==> config.mk <==
export PLATFORM = sky130hd
export DESIGN_NAME = dual_mailbox
export DESIGN_NICKNAME = d
export VERILOG_FILES = /design/src/rtl/mbox_pkg.sv /design/src/rtl/mbox_data_array.sv /design/src/rtl/mbox_side.sv /design/src/rtl/dual_mailbox.sv
export SDC_FILE = /design/constraint.sdc
export NUM_CORES = 1
export LEC_CHECK = 0
export BUFFER_PORTS_ARGS = -buffer_cell sky130_fd_sc_hd__buf_2
export CORE_MARGIN = 1.5
export CORE_UTILIZATION = 50
export DETAILED_ROUTE_END_ITERATION = 16
export GPL_TIMING_DRIVEN = 0
export PLACE_DENSITY_LB_ADDON = 0.05
export SLEW_MARGIN = 20
export SYNTH_ARGS = -nofsm -noshare
export SYNTH_HDL_FRONTEND = slang
export SYNTH_SLANG_ARGS = --single-unit
export TNS_END_PERCENT = 10
==> constraint.sdc <==
create_clock -name clk -period 3.1 [get_ports clk]
set_input_delay 0.31 -clock clk [delete_from_list [all_inputs] [get_ports clk]]
set_output_delay 0.31 -clock clk [all_outputs]
set_load 0.02 [all_outputs]
==> src/rtl/mbox_pkg.sv <==
// Package: shared constants for the dual-sided mailbox.
// Assumes byte-wide registers; control bit positions are fixed by software.
package mbox_pkg;
    localparam int BYTE_W   = 8;
    localparam int CTL_IST  = 7;   // coarse interrupt status, W1C
    localparam int CTL_MASK = 1;   // coarse interrupt mask
    localparam int CTL_PING = 0;   // ping toward the peer, reads 0
endpackage

==> src/rtl/mbox_data_array.sv <==
// Module: shared data bytes with write arbitration.
// Both sides may write in one cycle; the management side wins on a clash.
// Also reports which byte each side wrote, for the status logic.
module mbox_data_array #(
    parameter int NUM_BYTES = 16,
    parameter int ADDR_W    = 5
) (
    input  logic                                clk,
    input  logic                                rst_n,
    input  logic [ADDR_W-1:0]                   h_addr,
    input  logic                                h_wr,
    input  logic [mbox_pkg::BYTE_W-1:0]         h_wdata,
    input  logic [ADDR_W-1:0]                   m_addr,
    input  logic                                m_wr,
    input  logic [mbox_pkg::BYTE_W-1:0]         m_wdata,
    output logic [NUM_BYTES*mbox_pkg::BYTE_W-1:0] bytes_flat,
    output logic [NUM_BYTES-1:0]                h_hit,
    output logic [NUM_BYTES-1:0]                m_hit
);
    localparam int BW = mbox_pkg::BYTE_W;

    for (genvar i = 0; i < NUM_BYTES; i++) begin : g_byte
        // Decode which byte each side writes this cycle.
        assign h_hit[i] = h_wr && (h_addr == ADDR_W'(i));
        assign m_hit[i] = m_wr && (m_addr == ADDR_W'(i));

        // Store one byte, management side first.
        always_ff @(posedge clk) begin
            if (!rst_n)        bytes_flat[i*BW +: BW] <= '0;
            else if (m_hit[i]) bytes_flat[i*BW +: BW] <= m_wdata;
            else if (h_hit[i]) bytes_flat[i*BW +: BW] <= h_wdata;
        end


        mgmt_wins_chk: assert property (@(posedge clk) disable iff (!rst_n)
            (h_hit[i] && m_hit[i]) |=> (bytes_flat[i*BW +: BW] == $past(m_wdata)));
    end
endmodule

==> src/rtl/mbox_side.sv <==
// Module: one side's status, enable and control registers plus its interrupt.
// Assumes peer_hit/peer_touch/peer_ping come from the other side's bus in the
// same cycle; set takes priority over write-one-to-clear.
module mbox_side #(
    parameter int NUM_BYTES = 16,
    parameter int ADDR_W    = 5,
    parameter int CTRL_OFS  = 18
) (
    input  logic                        clk,
    input  logic                        rst_n,
    input  logic [ADDR_W-1:0]           addr,
    input  logic                        wr,
    input  logic [mbox_pkg::BYTE_W-1:0] wdata,
    input  logic [NUM_BYTES-1:0]        peer_hit,
    input  logic                        peer_touch,
    input  logic                        peer_ping,
    output logic [mbox_pkg::BYTE_W-1:0] rdata,
    output logic                        ping_out,
    output logic                        irq
);
    import mbox_pkg::*;
    localparam int NSTAT    = NUM_BYTES / BYTE_W;
    localparam int STAT_OFS = NUM_BYTES;
    localparam int IEN_OFS  = NUM_BYTES + NSTAT + 2;

    logic [NUM_BYTES-1:0] stat_q, ien_q, clr;
    logic                 ist_q, mask_q, ctl_wr;

    // Decode write-one-to-clear bits aimed at the status registers.
    always_comb begin
        clr = '0;
        for (int k = 0; k < NSTAT; k++)
            if (wr && addr == ADDR_W'(STAT_OFS + k)) clr[k*BYTE_W +: BYTE_W] = wdata;
    end

    assign ctl_wr   = wr && (addr == ADDR_W'(CTRL_OFS));
    assign ping_out = ctl_wr && wdata[CTL_PING];

    // Status flags: peer writes set, own writes of one clear.
    always_ff @(posedge clk) begin
        if (!rst_n) stat_q <= '0;
        else        stat_q <= (stat_q & ~clr) | peer_hit;
    end

    // Interrupt enable registers, written by this side only.
    always_ff @(posedge clk) begin
        if (!rst_n) ien_q <= '0;
        else
            for (int k = 0; k < NSTAT; k++)
                if (wr && addr == ADDR_W'(IEN_OFS + k)) ien_q[k*BYTE_W +: BYTE_W] <= wdata;
    end

    // Control register: mask bit and coarse status with set priority.
    always_ff @(posedge clk) begin
        if (!rst_n) begin
            mask_q <= 1'b0;
            ist_q  <= 1'b0;
        end else begin
            if (ctl_wr) mask_q <= wdata[CTL_MASK];
            ist_q <= (ist_q & ~(ctl_wr & wdata[CTL_IST])) | peer_touch | peer_ping;
        end
    end

    // Registered level interrupt from enabled flags and unmasked coarse status.
    always_ff @(posedge clk) begin
        if (!rst_n) irq <= 1'b0;
        else        irq <= (|(stat_q & ien_q)) | (ist_q & ~mask_q);
    end

    // Read mux for this side's non-data registers.
    always_comb begin
        rdata = '0;
        for (int k = 0; k < NSTAT; k++) begin
            if (addr == ADDR_W'(STAT_OFS + k)) rdata = stat_q[k*BYTE_W +: BYTE_W];
            if (addr == ADDR_W'(IEN_OFS + k))  rdata = ien_q[k*BYTE_W +: BYTE_W];
        end
        if (addr == ADDR_W'(CTRL_OFS)) begin
            rdata[CTL_IST]  = ist_q;
            rdata[CTL_MASK] = mask_q;
        end
    end

    for (genvar i = 0; i < NUM_BYTES; i++) begin : g_chk

        flag_set_chk: assert property (@(posedge clk) disable iff (!rst_n)
            peer_hit[i] |=> stat_q[i]);

        flag_clear_chk: assert property (@(posedge clk) disable iff (!rst_n)
            (clr[i] && !peer_hit[i]) |=> !stat_q[i]);
    end


    ping_seen_chk: assert property (@(posedge clk) disable iff (!rst_n)
        peer_ping |=> ist_q);


    masked_quiet_chk: assert property (@(posedge clk) disable iff (!rst_n)
        (mask_q && ien_q == '0) |=> !irq);
endmodule

==> src/rtl/dual_mailbox.sv <==
// Module: top of the dual-sided mailbox.
// Joins the shared data array with one register side per agent and forms
// each side's read data. Assumes ADDR_W covers every mapped offset.
module dual_mailbox #(
    parameter int NUM_BYTES = 16,
    parameter int ADDR_W    = 5
) (
    input  logic                        clk,
    input  logic                        rst_n,
    input  logic [ADDR_W-1:0]           h_addr,
    input  logic                        h_wr,
    input  logic                        h_rd,
    input  logic [7:0]                  h_wdata,
    output logic [7:0]                  h_rdata,
    output logic                        h_irq,
    input  logic [ADDR_W-1:0]           m_addr,
    input  logic                        m_wr,
    input  logic                        m_rd,
    input  logic [7:0]                  m_wdata,
    output logic [7:0]                  m_rdata,
    output logic                        m_irq
);
    localparam int BW       = mbox_pkg::BYTE_W;
    localparam int IDX_W    = $clog2(NUM_BYTES);
    localparam int NSTAT    = NUM_BYTES / BW;
    localparam int M_CTRL   = NUM_BYTES + NSTAT;
    localparam int H_CTRL   = NUM_BYTES + NSTAT + 1;

    logic [NUM_BYTES*BW-1:0] bytes_flat;
    logic [NUM_BYTES-1:0]    h_hit, m_hit;
    logic                    h_is_data, m_is_data, h_touch, m_touch;
    logic                    h_ping, m_ping;
    logic [BW-1:0]           h_side_rd, m_side_rd;

    // Classify each side's access as a data-byte access or not.
    assign h_is_data = h_addr < ADDR_W'(NUM_BYTES);
    assign m_is_data = m_addr < ADDR_W'(NUM_BYTES);
    assign h_touch   = h_is_data && (h_wr || h_rd);
    assign m_touch   = m_is_data && (m_wr || m_rd);

    mbox_data_array #(.NUM_BYTES(NUM_BYTES), .ADDR_W(ADDR_W)) u_data (
        .clk(clk), .rst_n(rst_n),
        .h_addr(h_addr), .h_wr(h_wr), .h_wdata(h_wdata),
        .m_addr(m_addr), .m_wr(m_wr), .m_wdata(m_wdata),
        .bytes_flat(bytes_flat), .h_hit(h_hit), .m_hit(m_hit)
    );

    mbox_side #(.NUM_BYTES(NUM_BYTES), .ADDR_W(ADDR_W), .CTRL_OFS(H_CTRL)) u_host (
        .clk(clk), .rst_n(rst_n),
        .addr(h_addr), .wr(h_wr), .wdata(h_wdata),
        .peer_hit(m_hit), .peer_touch(m_touch), .peer_ping(m_ping),
        .rdata(h_side_rd), .ping_out(h_ping), .irq(h_irq)
    );

    mbox_side #(.NUM_BYTES(NUM_BYTES), .ADDR_W(ADDR_W), .CTRL_OFS(M_CTRL)) u_mgmt (
        .clk(clk), .rst_n(rst_n),
        .addr(m_addr), .wr(m_wr), .wdata(m_wdata),
        .peer_hit(h_hit), .peer_touch(h_touch), .peer_ping(h_ping),
        .rdata(m_side_rd), .ping_out(m_ping), .irq(m_irq)
    );

    // Read data: shared byte for data offsets, else the side's own register.
    assign h_rdata = h_is_data ? bytes_flat[h_addr[IDX_W-1:0]*BW +: BW] : h_side_rd;
    assign m_rdata = m_is_data ? bytes_flat[m_addr[IDX_W-1:0]*BW +: BW] : m_side_rd;


    irq_reset_chk: assert property (@(posedge clk)
        !rst_n |=> (!h_irq && !m_irq));
endmodule

### After elaboration in Yosys (flattened, before gate mapping)

Cells that the tools add are included.
W data, S select, Z words.

| word-level totals | value |
|---|---|
| bits in read-only memories | 0 |
| flip-flop bits (word level) | 198 |
| output and inout port bits | 18 |
| input port bits | 32 |
| memories kept | 0 |
| memory bits (writable) | 0 |
| bits in latches | 0 |
| logic and storage cells | 214 |

| cells by class | value |
|---|---|
| $add $sub $neg | 0 |
| muxes and demuxes | 50 |
| multipliers | 0 |
| equality and inequality tests | 40 |
| $lt $le $gt $ge | 2 |
| bitwise logic cells | 24 |
| divide/modulo/power cells | 0 |
| shift operators | 2 |
| reductions and logical operators | 68 |

Operators by type and width:

| operator | number |
|---|---|
| $mux W8 | 46 |
| $shiftx A128 B8 Y8 | 2 |
| $eq A5 B4 Y1 const B | 16 |
| $and A16 B16 Y16 | 4 |
| $eq A5 B5 Y1 const B | 10 |
| $logic_and A1 B1 Y1 | 46 |
| $eq A5 B3 Y1 const B | 8 |
| $not A16 Y16 | 2 |
| $or A16 B16 Y16 | 2 |
| $reduce_bool A2 Y1 | 16 |
| $reduce_or A16 Y1 | 2 |
| $eq A5 B2 Y1 const B | 4 |
| $eq A5 B1 Y1 const B | 2 |
| $logic_not A5 Y1 | 2 |
| $lt A5 B5 Y1 const B | 2 |
| $and A1 B1 Y1 | 6 |
| $or A1 B1 Y1 | 6 |
| $mux W1 | 4 |
| $not A1 Y1 | 4 |
| $logic_or A1 B1 Y1 | 2 |

### Longest topological paths before layout

Gate-level depths: netlist of run 1.

| logic depth | value |
|---|---|
| depth in word-level cells | 7 |
| gate-level depth with buffers | 7 |
| gate-level depth less buffers | 4 |

### Modules after synthesis

A second synthesis of run 1 with hierarchy kept.

| second synthesis, totals | value |
|---|---|
| cell total of the unflattened synthesis | 1,378 |
| area, all modules | 12,369.4 um^2 |

Modules (own cells, without submodules):

| module | sequential area each (um^2) | cells each | times used | area each (um^2) |
|---|---|---|---|---|
| mbox_data_array | 2,562.5 | 864 | 1 | 6,598.8 |
| dual_mailbox | 0.0 | 166 | 1 | 2,327.2 |
| mbox_side at u_mgmt | 700.7 | 175 | 1 | 1,730.4 |
| mbox_side at u_host | 700.7 | 173 | 1 | 1,712.9 |

### Least setup slack after synthesis of run 1

Ideal clock, no wire load.

| timing | value |
|---|---|
| path type | input -> output |
| start | input port m_addr[1] |
| end | output port m_rdata[1] |
| data arrival time | 1.649 ns |
| slack | 1.141 ns |
| path buffers | 2 |
| data required time | 2.790 ns |
| stages | 6 |
| cell sequence | buf_2 -> buf_2 -> nor4b_1 -> a31oi_1 -> a211o_1 -> a22oi_1 |

| on the way | value |
|---|---|
| longest elaborated chain between the ends | 7 |
| elaborated cells on any way between the ends | 13 |
| classes of those cells | 1 x order compare; 5 x eq/ne; 1 x shift; 6 x mux |

RTL lines:

| element | RTL line | source |
|---|---|---|
| from (decl) | dual_mailbox.sv:16 | `input logic [ADDR_W-1:0] m_addr,` |
| branches (longest 6 deep; another with $shiftx A128 B8 Y8) | n/a |  |
| $mux W8 (*) | dual_mailbox.sv:64 | `assign m_rdata = m_is_data ? bytes_flat[m_addr[IDX_W-1:0]*BW +: BW] : m_side_rd;` |
| to (decl) | dual_mailbox.sv:20 | `output logic [7:0] m_rdata,` |

Mark *: on every way between the ends.

### Worst setup path in the final report of run 1

| timing | value |
|---|---|
| start | input port m_addr[1] |
| end | output port m_rdata[3] |

| on the way | value |
|---|---|
| longest elaborated chain between the ends | 6 |
| elaborated cells on any way between the ends | 11 |
| classes of those cells | 1 x order compare; 4 x eq/ne; 1 x shift; 5 x mux |

RTL lines:

| element | RTL line |
|---|---|
| branches (longest 5 deep; another with $shiftx A128 B8 Y8) | n/a |
| $mux W8 (*) | dual_mailbox.sv:64 |

Marked as above.

==> results of run 1 <==
-- layout make-up --
class	instances	area (um2)	area share (%)
Buffer	152	777.0	5.948
Clock buffer	19	452.9	3.467
Clock inverter	12	115.1	0.8812
Inverter	37	138.9	1.063
Multi-Input combinational cell	978	7041	53.90
Sequential cell	198	3964	30.34
Tap cell	319	399.1	3.056
Timing Repair Buffer	35	175.2	1.341
-- sequential cells by signal (all words and copies together), names as in the netlist --
signal	flops
u_host.irq	1
u_host.ien_q	16
u_host.mask_q	1
u_data.bytes_flat	128
u_mgmt.stat_q	16
u_mgmt.ien_q	16
u_mgmt.irq	1
u_host.stat_q	16
u_mgmt.mask_q	1
u_mgmt.ist_q	1
u_host.ist_q	1
-- critical path, stage by stage --
cell and delay [ps]:
buf_2 80, buf_2 230, clkbuf_1 820, mux4_2 520, a22oi_1 300, o211ai_1 180, buf_2 190
-- worst max-delay path by stage --
stage / from / to / slack (ps) / cells past startpoint
final: m_addr[1] / m_rdata[3] / 150 / 7
after detailed placement: m_addr[1] / m_rdata[3] / 310 / 7
after global placement: m_addr[1] / m_rdata[3] / 310 / 7
after CTS: m_addr[1] / m_rdata[3] / 310 / 7
after floorplan: m_addr[1] / m_rdata[1] / 1140 / 6
after global routing: m_addr[1] / m_rdata[3] / 190 / 7
-- metal layers --
metal / share of wire [%] / global-route usage (%) / vias up
met1: 40 / 59.15 / 5760
met2: 42 / 62.51 / 858
met4: 6.3 / 24.62 / 2
li1: - / - / 5153
met3: 11 / 9.113 / 184
met5: 0.025 / 0 / -
-- power by group through the flow --
stage          Clock, uW  Combinational [uW]  Sequential (uW)
5_1_grt             2370                 792             2630
6_report            2300                 770             2630
3_3_place_gp           0                 739             2680
2_1_floorplan          0                 456             2670
4_1_cts             2260                 741             2620
3_5_place_dp           0                 739             2680
-- metrics by stage --
step                      std cells  worst slack (ps)  cell area (um2)  utilization (%)  power, uW
after floorplan                1365              1141            11920                -       3124
after global routing           1750             194.9            13060            55.82       5788
after global placement         1719             311.3            12490            53.39       3423
after CTS                      1750             314.6            13060            55.82       5628
final                          1750             147.4            13060            55.82       5700
after detailed placement       1719             313.4            12490            53.39       3424
-- logic make-up (layout without fill, tap and decap cells) --
group / Yosys count / count (layout) / share of synthesized area [%]
AOI/OAI and AO/OA: 326 / 326 / 20.75
buffers and inverters: 189 / 255 / 7.683
DFF: 198 / 198 / 33.25
muxes: 162 / 162 / 18.58
and+or+nand+nor: 490 / 490 / 19.73
-- cell usage in the layout, fill, tap and decap left out, types with 4 or more instances in the layout --
| master | count |
|---|---|
| buf_6 | 10 |
| a21boi_1 | 8 |
| dfxtp_1 | 198 |
| mux2i_1 | 111 |
| nand2_1 | 126 |
| nor2b_1 | 12 |
| nand4_1 | 4 |
| nor3_1 | 11 |
| a211oi_2 | 4 |
| o211ai_1 | 8 |
| mux2_2 | 4 |
| a311oi_1 | 88 |
| clkbuf_16 | 17 |
| a221oi_1 | 4 |
| a22o_1 | 4 |
| clkbuf_1 | 68 |
| a21boi_0 | 18 |
| buf_2 | 91 |
| o21ai_0 | 29 |
| a22oi_1 | 35 |
| nand3_1 | 98 |
| a211oi_1 | 44 |
| nand2b_1 | 15 |
| nand2_2 | 8 |
| nor2_1 | 171 |
| clkinvlp_4 | 4 |
| buf_4 | 13 |
| mux4_2 | 47 |
| inv_1 | 37 |
| a31oi_1 | 4 |
| a21oi_1 | 27 |
| o21a_1 | 34 |
==> results.sh, run 1 <==
export IMPL_cts_max_path_buffers=2
export IMPL_cts_buffers=17
export IMPL_synth_top_area_share_pct=33.25
export IMPL_cts_root_buffer="clkbuf_16"
export IMPL_required_ps=2790
export IMPL_cts_tree="yes"
export IMPL_min_period_ps=2953
export IMPL_fp_coreArea_mm2=0.02340
export IMPL_cts_sinks=198
export IMPL_post_cts_resized=0
export IMPL_portBuffers=35
export IMPL_gp_congestion=1.020
export IMPL_nNetsFinal=1451
export IMPL_rsz0062_at_grt="false"
export IMPL_pin_count=50
export IMPL_rows=56
export IMPL_ys_top_cells_by_area="dfxtp_1 (33%), mux2i_1 (9.3%), mux4_2 (8.9%)"
export IMPL_rr_endpoint="u_host.irq$_SDFF_PN0_"
export IMPL_regToRegStartpoint="u_host.ien_q[12]$_SDFFE_PN0P_"
export IMPL_r2r_slack_ps=1810
export IMPL_critPathKind="input pin to output port"
export IMPL_hp_class="input pin to flop"
export IMPL_synth_cells=1365
export IMPL_seq_power_share_pct=46.1
export IMPL_die_height_um=157.4
export IMPL_tightest_slew_ps=1056
export IMPL_rr_worst_depth=4
export IMPL_yosysMostFrequentCell="dfxtp_1"
export IMPL_synth_common_cells="dfxtp_1 (198), nor2_1 (171), nand2_1 (126)"
export IMPL_min_from="m_wdata[1]"
export IMPL_dr_pass1_iters=8
export IMPL_timing_final_crit_share_pct=95.25
export IMPL_route_detailed_drc=0
export IMPL_fillers=2222
export IMPL_overflow=0
export IMPL_antenna_cells=0
export IMPL_syn_area_per_cell_um2=8.733
export IMPL_die_area_mm2=0.02478
export IMPL_clock_latency_ps=450
export IMPL_synth_area_mm2=0.01192
export IMPL_synth_warnings=0
export IMPL_grt_usage_pct=43.09
export IMPL_synth_seq_area_share_pct=33.25
export IMPL_grt_pass1_vias=11036
export IMPL_p_per_area_mw_per_mm2=436.4
export IMPL_vdd_drop_max_uv=248.0
export IMPL_start_util_pct=50.94
export IMPL_routed_wl_um=52290
export IMPL_async_flop_share_pct=0
export IMPL_report_final_slew_viol_count=0
export IMPL_synth_edf_count=0
export IMPL_status="completed"
export IMPL_switching_share_pct=31.39
export IMPL_via_per_inst=6.833
export IMPL_holdPathEnd="u_mgmt.stat_q[1]$_SDFF_PN0_"
export IMPL_grt_max_degree=19
export IMPL_yosysTopAreaCell="dfxtp_1"
export IMPL_cp_max_fo=10
export IMPL_finalSetupViolCount=0
export IMPL_routedWlPerCell_um=29.88
export IMPL_max_freq_ghz=0.3387
export IMPL_drive_gt1_share_pct=16.00
export IMPL_synth_nets=1397
export IMPL_synth_cell_types=70
export IMPL_die_w_um=157.4
export IMPL_syn2layout_area_growth_pct=9.583
export IMPL_vias=11957
export IMPL_drt_iter0_drc=1710
export IMPL_maxCapViolations=0
export IMPL_antenna_found_initial=1
export IMPL_cts_setup_buffers=0
export IMPL_crit_path_end_kind="output port"
export IMPL_cts_hold_buffers=0
export IMPL_cp_start_kind="input pin"
export IMPL_whs_ps=218.0
export IMPL_combPwrFrac_pct=13.5
export IMPL_ant_nets=0
export IMPL_leakage_uw=0.004780
export IMPL_ys_ff_latch=198
export IMPL_grt_pass1_wl_um=76020
export IMPL_p_sw_uw=1789
export IMPL_hold_viol=0
export IMPL_setup_tns_ps=0
export IMPL_fin_skew_ps=9.933
export IMPL_clkTransAtPathRegs_ps=70
export IMPL_hold_depth=3
export IMPL_pwr_share_clk_pct=40.4
export IMPL_critPathArrivalTime_ps=2640
export IMPL_internal_power_uw=3911
export IMPL_ys_flop_type="dfxtp_1"
export IMPL_slew_headroom_pct=29.59
export IMPL_h_tree_depth=4
export IMPL_dp_hpwl_um=38580
(Power assumes the default switching activity.)
==> run 2, diff against run 1 <==
--- a/config.mk
+++ b/config.mk
@@ -5,9 +5,10 @@
 export SDC_FILE = /design/constraint.sdc
 export NUM_CORES = 1
 export LEC_CHECK = 0
+export ABC_CLOCK_PERIOD_IN_PS = 3100
 export BUFFER_PORTS_ARGS = -buffer_cell sky130_fd_sc_hd__buf_2
 export CORE_MARGIN = 1.5
-export CORE_UTILIZATION = 50
+export CORE_UTILIZATION = 31
 export DETAILED_ROUTE_END_ITERATION = 16
 export GPL_TIMING_DRIVEN = 0
 export PLACE_DENSITY_LB_ADDON = 0.05
==> results.sh, run 2 (synthesis results as in run 1) <==
export IMPL_die_height_um=199.1
export IMPL_route_detailed_drc=0
export IMPL_syn2layout_area_growth_pct=12.07
export IMPL_routedWlPerCell_um=30.91
export IMPL_cp_start_kind="input pin"
export IMPL_cp_max_fo=10
export IMPL_slew_headroom_pct=18.49
export IMPL_crit_end="m_rdata[1]"
export IMPL_rsz0062_at_grt="false"
export IMPL_clock_latency_ps=470
export IMPL_cpMostUsedCell="buf_2"
export IMPL_critPathKind="input pin to output port"
export IMPL_tightest_slew_ps=1223
export IMPL_r2r_slack_ps=1710
export IMPL_finalInstanceArea_mm2=0.01336
export IMPL_dpl_instance_area_mm2=0.01273
export IMPL_clkTransAtPathRegs_ps=70
export IMPL_final_cell_mix="dfxtp_1 (198), nor2_1 (171), nand2_1 (126)"
export IMPL_min_period_ps=3104
export IMPL_largest_register="u_data.bytes_flat"
export IMPL_path_cells="buf_2 -> buf_2 -> clkbuf_1 -> nand3b_1 -> o21ai_0 -> a211oi_1 -> a22oi_1 -> buf_2"
export IMPL_dpl_cell_count=1911
export IMPL_fillers=3968
export IMPL_path_depth=8
export IMPL_max_stage_delay_ps=940
export IMPL_cts_tree="yes"
export IMPL_maxCapViolations=0
export IMPL_cts_buffers=17
export IMPL_routed_wl_um=60080
export IMPL_regToRegStartpoint="u_mgmt.mask_q$_SDFFE_PN0N_"
export IMPL_fin_skew_ps=5.816
export IMPL_fp_coreArea_mm2=0.03776
export IMPL_violations="setup timing"
export IMPL_rr_endpoint="u_mgmt.irq$_SDFF_PN0_"
export IMPL_dr_pass1_iters=5
export IMPL_largest_register_ffs=128
export IMPL_critPathArrivalTime_ps=2790
export IMPL_grt_pass1_wl_um=84900
export IMPL_post_cts_resized=0
export IMPL_h_tree_depth=4
export IMPL_critPathBufInv=4
export IMPL_overflow=0
export IMPL_status="complete, but fails checks"
export IMPL_crit_path_start="m_addr[1]"
export IMPL_leakage_uw=0.004818
export IMPL_grt_usage_pct=30.82
export IMPL_max_freq_ghz=0.3221
export IMPL_critical_path_slowest_cell="clkbuf_1"
export IMPL_via_per_inst=5.985
export IMPL_start_util_pct=31.57
export IMPL_nNetsFinal=1451
export IMPL_portBuffers=35
export IMPL_final_common_cell="dfxtp_1"
export IMPL_grt_max_degree=18
export IMPL_ant_nets=0
export IMPL_timing_final_crit_share_pct=100.1
export IMPL_drt_iter0_drc=1112
export IMPL_report_final_slew_viol_count=0
export IMPL_vdd_drop_max_uv=372.7
export IMPL_setup_tns_ps=-4.310
export IMPL_cts_hold_buffers=0
export IMPL_pin_count=50
export IMPL_dp_hpwl_um=44790
export IMPL_cts_sinks=198
export IMPL_final_cells=1944
export IMPL_grt_pass1_vias=11061
export IMPL_finalSetupViolCount=1
export IMPL_crit_path_end_kind="output port"
export IMPL_cts_setup_buffers=0
export IMPL_hold_viol=0
export IMPL_rows=71
export IMPL_hp_class="input pin to flop"
export IMPL_cts_max_path_buffers=2
export IMPL_required_ps=2790
export IMPL_gp_congestion=0.9328
export IMPL_die_area_mm2=0.03964
export IMPL_die_w_um=199.1
export IMPL_drive_gt1_share_pct=16.06
export IMPL_vias=11635
export IMPL_rr_worst_depth=4
export IMPL_cp_top_family="buffers and inverters"
export IMPL_p_per_area_mw_per_mm2=444.0
export IMPL_finalPower_uw=5931
export IMPL_cts_root_buffer="clkbuf_16"
export IMPL_final_setup_worst_slack_ps=-4.310
export IMPL_antenna_found_initial=0
==> run 2: cell count changes in the layout (fill, tap and decap cells not counted), sizes merged <==
cell and delta:
diode +1, inv -2, clkinvlp -3, bufinv +3, clkinv +3
==> run 2: layout make-up <==
class                   count  area [um2]  share of cell area, %
well taps                 511       639.4                  4.786
flip-flops and latches    198        3964                  29.67
diodes                      1       2.502                0.01873
clock inverters            13       168.9                  1.264
inverters                  37       138.9                  1.040
repair buffers             35       175.2                  1.311
multi-input cells         978        7041                  52.70
plain buffers             152       777.0                  5.816
clock buffers              19       452.9                  3.390
==> run 2: metrics by stage <==
stage	utilization [%]	worst slack, ps	hold slack [ps]
floorplan	-	1141	445.9
global route	35.38	7.829	244.1
detailed placement	33.73	92.69	491.0
global placement	33.73	81.52	485.4
finish	35.38	-4.310	220.7
CTS	35.38	81.67	202.8
==> run 2: worst min-delay path by stage <==
stage / slack, ps / startpoint / endpoint / cells after the start
finish: 220 / m_wdata[1] / u_mgmt.stat_q[1]$_SDFF_PN0_ / 3
global route: 240 / m_wdata[1] / u_mgmt.stat_q[1]$_SDFF_PN0_ / 3
CTS: 200 / m_wdata[1] / u_mgmt.stat_q[1]$_SDFF_PN0_ / 3
detailed placement: 490 / u_host.ien_q[12]$_SDFFE_PN0P_ / u_host.ien_q[12]$_SDFFE_PN0P_ / 2
global placement: 490 / u_data.bytes_flat[53]$_SDFFE_PN0P_ / u_data.bytes_flat[53]$_SDFFE_PN0P_ / 2
floorplan: 450 / u_host.ien_q[9]$_SDFFE_PN0P_ / u_host.ien_q[9]$_SDFFE_PN0P_ / 2
==> run 2: routing by layer <==
layer | GRT usage (%) | up-vias | routed length [um] | part of all wire, %
li1 | - | 5141 | - | -
met1 | 42.11 | 5819 | 26330 | 44
met2 | 47.92 | 567 | 26940 | 45
met3 | 5.468 | 108 | 4446 | 7.4
met4 | 12.43 | 0 | 2366 | 3.9
met5 | 0 | - | 0 | 0
==> run 2: where the power goes <==
group	leakage (uW)	switching (uW)	total, uW	internal, uW
Sequential	0.00160	40.1	2630	2590
Clock	0.000305	1170	2500	1330
Combinational	0.00291	585	808	223
Total	0.00482	1790	5930	4140
==> run 2: tightest hold or removal path, stage by stage <==
cell	delay, ps
buf_2	120
a21boi_1	60
o21a_1	160
==> run 3, diff against run 2 <==
--- a/config.mk
+++ b/config.mk
@@ -5,6 +5,7 @@
 export SDC_FILE = /design/constraint.sdc
 export NUM_CORES = 1
 export LEC_CHECK = 0
+export ABC_AREA = 1
 export ABC_CLOCK_PERIOD_IN_PS = 3100
 export BUFFER_PORTS_ARGS = -buffer_cell sky130_fd_sc_hd__buf_2
 export CORE_MARGIN = 1.5
==> results.sh, run 3 <==
export IMPL_status="complete, but fails checks"
export IMPL_violations="setup timing"
export IMPL_cts_sinks=198
export IMPL_finalInstanceArea_mm2=0.01330
export IMPL_cts_max_path_buffers=2
export IMPL_synth_area_mm2=0.01188
export IMPL_antenna_found_initial=0
export IMPL_synth_cell_types=27
export IMPL_routed_wl_um=68210
export IMPL_h_tree_depth=4
export IMPL_grt_usage_pct=35.02
export IMPL_report_final_slew_viol_count=0
export IMPL_dpl_instance_area_mm2=0.01273
export IMPL_grt_pass1_vias=12964
export IMPL_synth_common_cells="nand2_1 (943), dfxtp_1 (198), o21ai_0 (196)"
export IMPL_finalPower_uw=5685
export IMPL_final_setup_worst_slack_ps=-60.04
export IMPL_ys_top_cells_by_area="dfxtp_1 (33%), nand2_1 (30%), o21ai_0 (8.3%)"
export IMPL_synth_top_area_share_pct=33.38
export IMPL_rr_worst_depth=6
export IMPL_antenna_cells=0
export IMPL_grt_pass1_wl_um=96260
export IMPL_leakage_uw=0.005728
export IMPL_dr_pass1_iters=6
export IMPL_routedWlPerCell_um=26.11
export IMPL_hold_viol=0
export IMPL_yosysMostFrequentCell="nand2_1"
export IMPL_via_per_inst=5.516
export IMPL_synth_cells=2028
export IMPL_cts_tree="yes"
export IMPL_cts_buffers=17
export IMPL_nNetsFinal=2121
export IMPL_hold_depth=3
export IMPL_synth_edf_count=0
export IMPL_timing_final_crit_share_pct=101.9
export IMPL_grt_max_degree=20
export IMPL_dp_hpwl_um=50580
export IMPL_vdd_drop_max_uv=378.5
export IMPL_maxCapViolations=0
export IMPL_hp_class="input pin to flop"
export IMPL_rows=71
export IMPL_ys_flop_type="dfxtp_1"
export IMPL_cts_setup_buffers=0
export IMPL_cts_root_buffer="clkbuf_16"
export IMPL_ys_ff_latch=198
export IMPL_overflow=0
export IMPL_largest_register="u_data.bytes_flat"
export IMPL_async_flop_share_pct=0
export IMPL_cp_max_fo=10
export IMPL_portBuffers=42
export IMPL_start_util_pct=31.53
export IMPL_final_cells=2612
export IMPL_die_w_um=198.7
export IMPL_route_detailed_drc=0
export IMPL_fin_util_pct=35.32
export IMPL_pin_count=50
export IMPL_ant_nets=0
export IMPL_finalSetupViolCount=1
export IMPL_syn_area_per_cell_um2=5.856
export IMPL_clock_latency_ps=480
export IMPL_max_freq_ghz=0.3165
export IMPL_dpl_cell_count=2581
export IMPL_synth_warnings=0
export IMPL_final_common_cell="nand2_1"
export IMPL_cts_hold_buffers=0
export IMPL_vias=14407
export IMPL_final_cell_mix="nand2_1 (943), dfxtp_1 (198), o21ai_0 (196)"
export IMPL_die_area_mm2=0.03949
export IMPL_p_per_area_mw_per_mm2=427.3
export IMPL_fp_coreArea_mm2=0.03767
export IMPL_synth_seq_area_share_pct=33.38
export IMPL_fin_skew_ps=9.781
export IMPL_drive_gt1_share_pct=8.758
export IMPL_rsz0062_at_grt="true"
export IMPL_synth_nets=2060
export IMPL_clkTransAtPathRegs_ps=90
export IMPL_critPathKind="input pin to output port"
export IMPL_yosysTopAreaCell="dfxtp_1"
export IMPL_syn2layout_area_growth_pct=12.02
export IMPL_gp_congestion=0.9889
export IMPL_required_ps=2790
export IMPL_slew_headroom_pct=13.38
export IMPL_crit_path_end_kind="output port"
export IMPL_tightest_slew_ps=1299
export IMPL_largest_register_ffs=128
export IMPL_die_height_um=198.7
export IMPL_min_period_ps=3160
export IMPL_drt_iter0_drc=1624
export IMPL_critPathArrivalTime_ps=2850
export IMPL_fillers=4385
export IMPL_cp_start_kind="input pin"
## run 3: cell type report
type	instances	area, um2	area share (%)
inverters	108	405.4	3.047
well taps	511	639.4	4.806
clock inverters	14	147.6	1.110
repair buffers	42	210.2	1.580
flip-flops and latches	198	3964	29.79
clock buffers	17	425.4	3.198
plain buffers	114	509.2	3.828
multi-input cells	1608	7003	52.64
## run 3: logic make-up (layout without fill, tap and decap cells)
| group | count (synthesis) | count (layout) | synth area share, % |
|---|---|---|---|
| AO/OA/AOI/OAI | 426 | 426 | 18.78 |
| AND/OR/NAND/NOR | 1182 | 1182 | 40.18 |
| flip-flops | 198 | 198 | 33.38 |
| buffers and inverters | 222 | 295 | 7.659 |
## run 3: stage by stage
step | TNS, ps | hold WS, ps | setup slack (ps)
after floorplan | 0 | 443.7 | 1231
after global placement | 0 | 461.1 | 58.87
after CTS | 0 | 155.4 | 41.39
after global routing | -30.62 | 224.0 | -23.02
final | -60.04 | 188.7 | -60.04
after detailed placement | 0 | 458.4 | 42.95
## run 3: routing by layer
layer  track usage [%]  wire length (um)
met1             47.69             30070
met2             53.42             29460
met3             6.104              5351
met4             16.69              3325
met5                 0                 0
## run 3: power breakdown
part / switching (uW) / total (uW) / internal [uW]
Clock: 1230 / 2290 / 1060
Sequential: 42.0 / 2630 / 2580
Combinational: 631 / 765 / 134
## run 3: final timing paths
check / slack (ps) / endpoint / from
max reg2reg: 2080 / u_mgmt.irq$_SDFF_PN0_ / u_mgmt.ien_q[7]$_SDFFE_PN0P_
max: -60 / h_rdata[6] / h_addr[0]
min: 190 / u_data.bytes_flat[83]$_SDFFE_PN0P_ / h_wdata[3]
min reg2reg: 470 / u_data.bytes_flat[39]$_SDFFE_PN0P_ / u_data.bytes_flat[39]$_SDFFE_PN0P_
## run 3: worst max-delay path, stage by stage
cell      delay (ps)
buf_4            160
buf_2            290
clkbuf_1         760
nand2_1          120
nand2_1          100
nand2_1           50
nand2_1          100
nand2_1           50
nand2_1          170
o21ai_0          330
nand2_1          210
buf_2            190
## run 3: repair_timing
action / in CTS / in global routing
endpoints found under the setup margin: 0 / 3
resized for setup: 0 / 2
endpoints found under the hold margin: 0 / 0
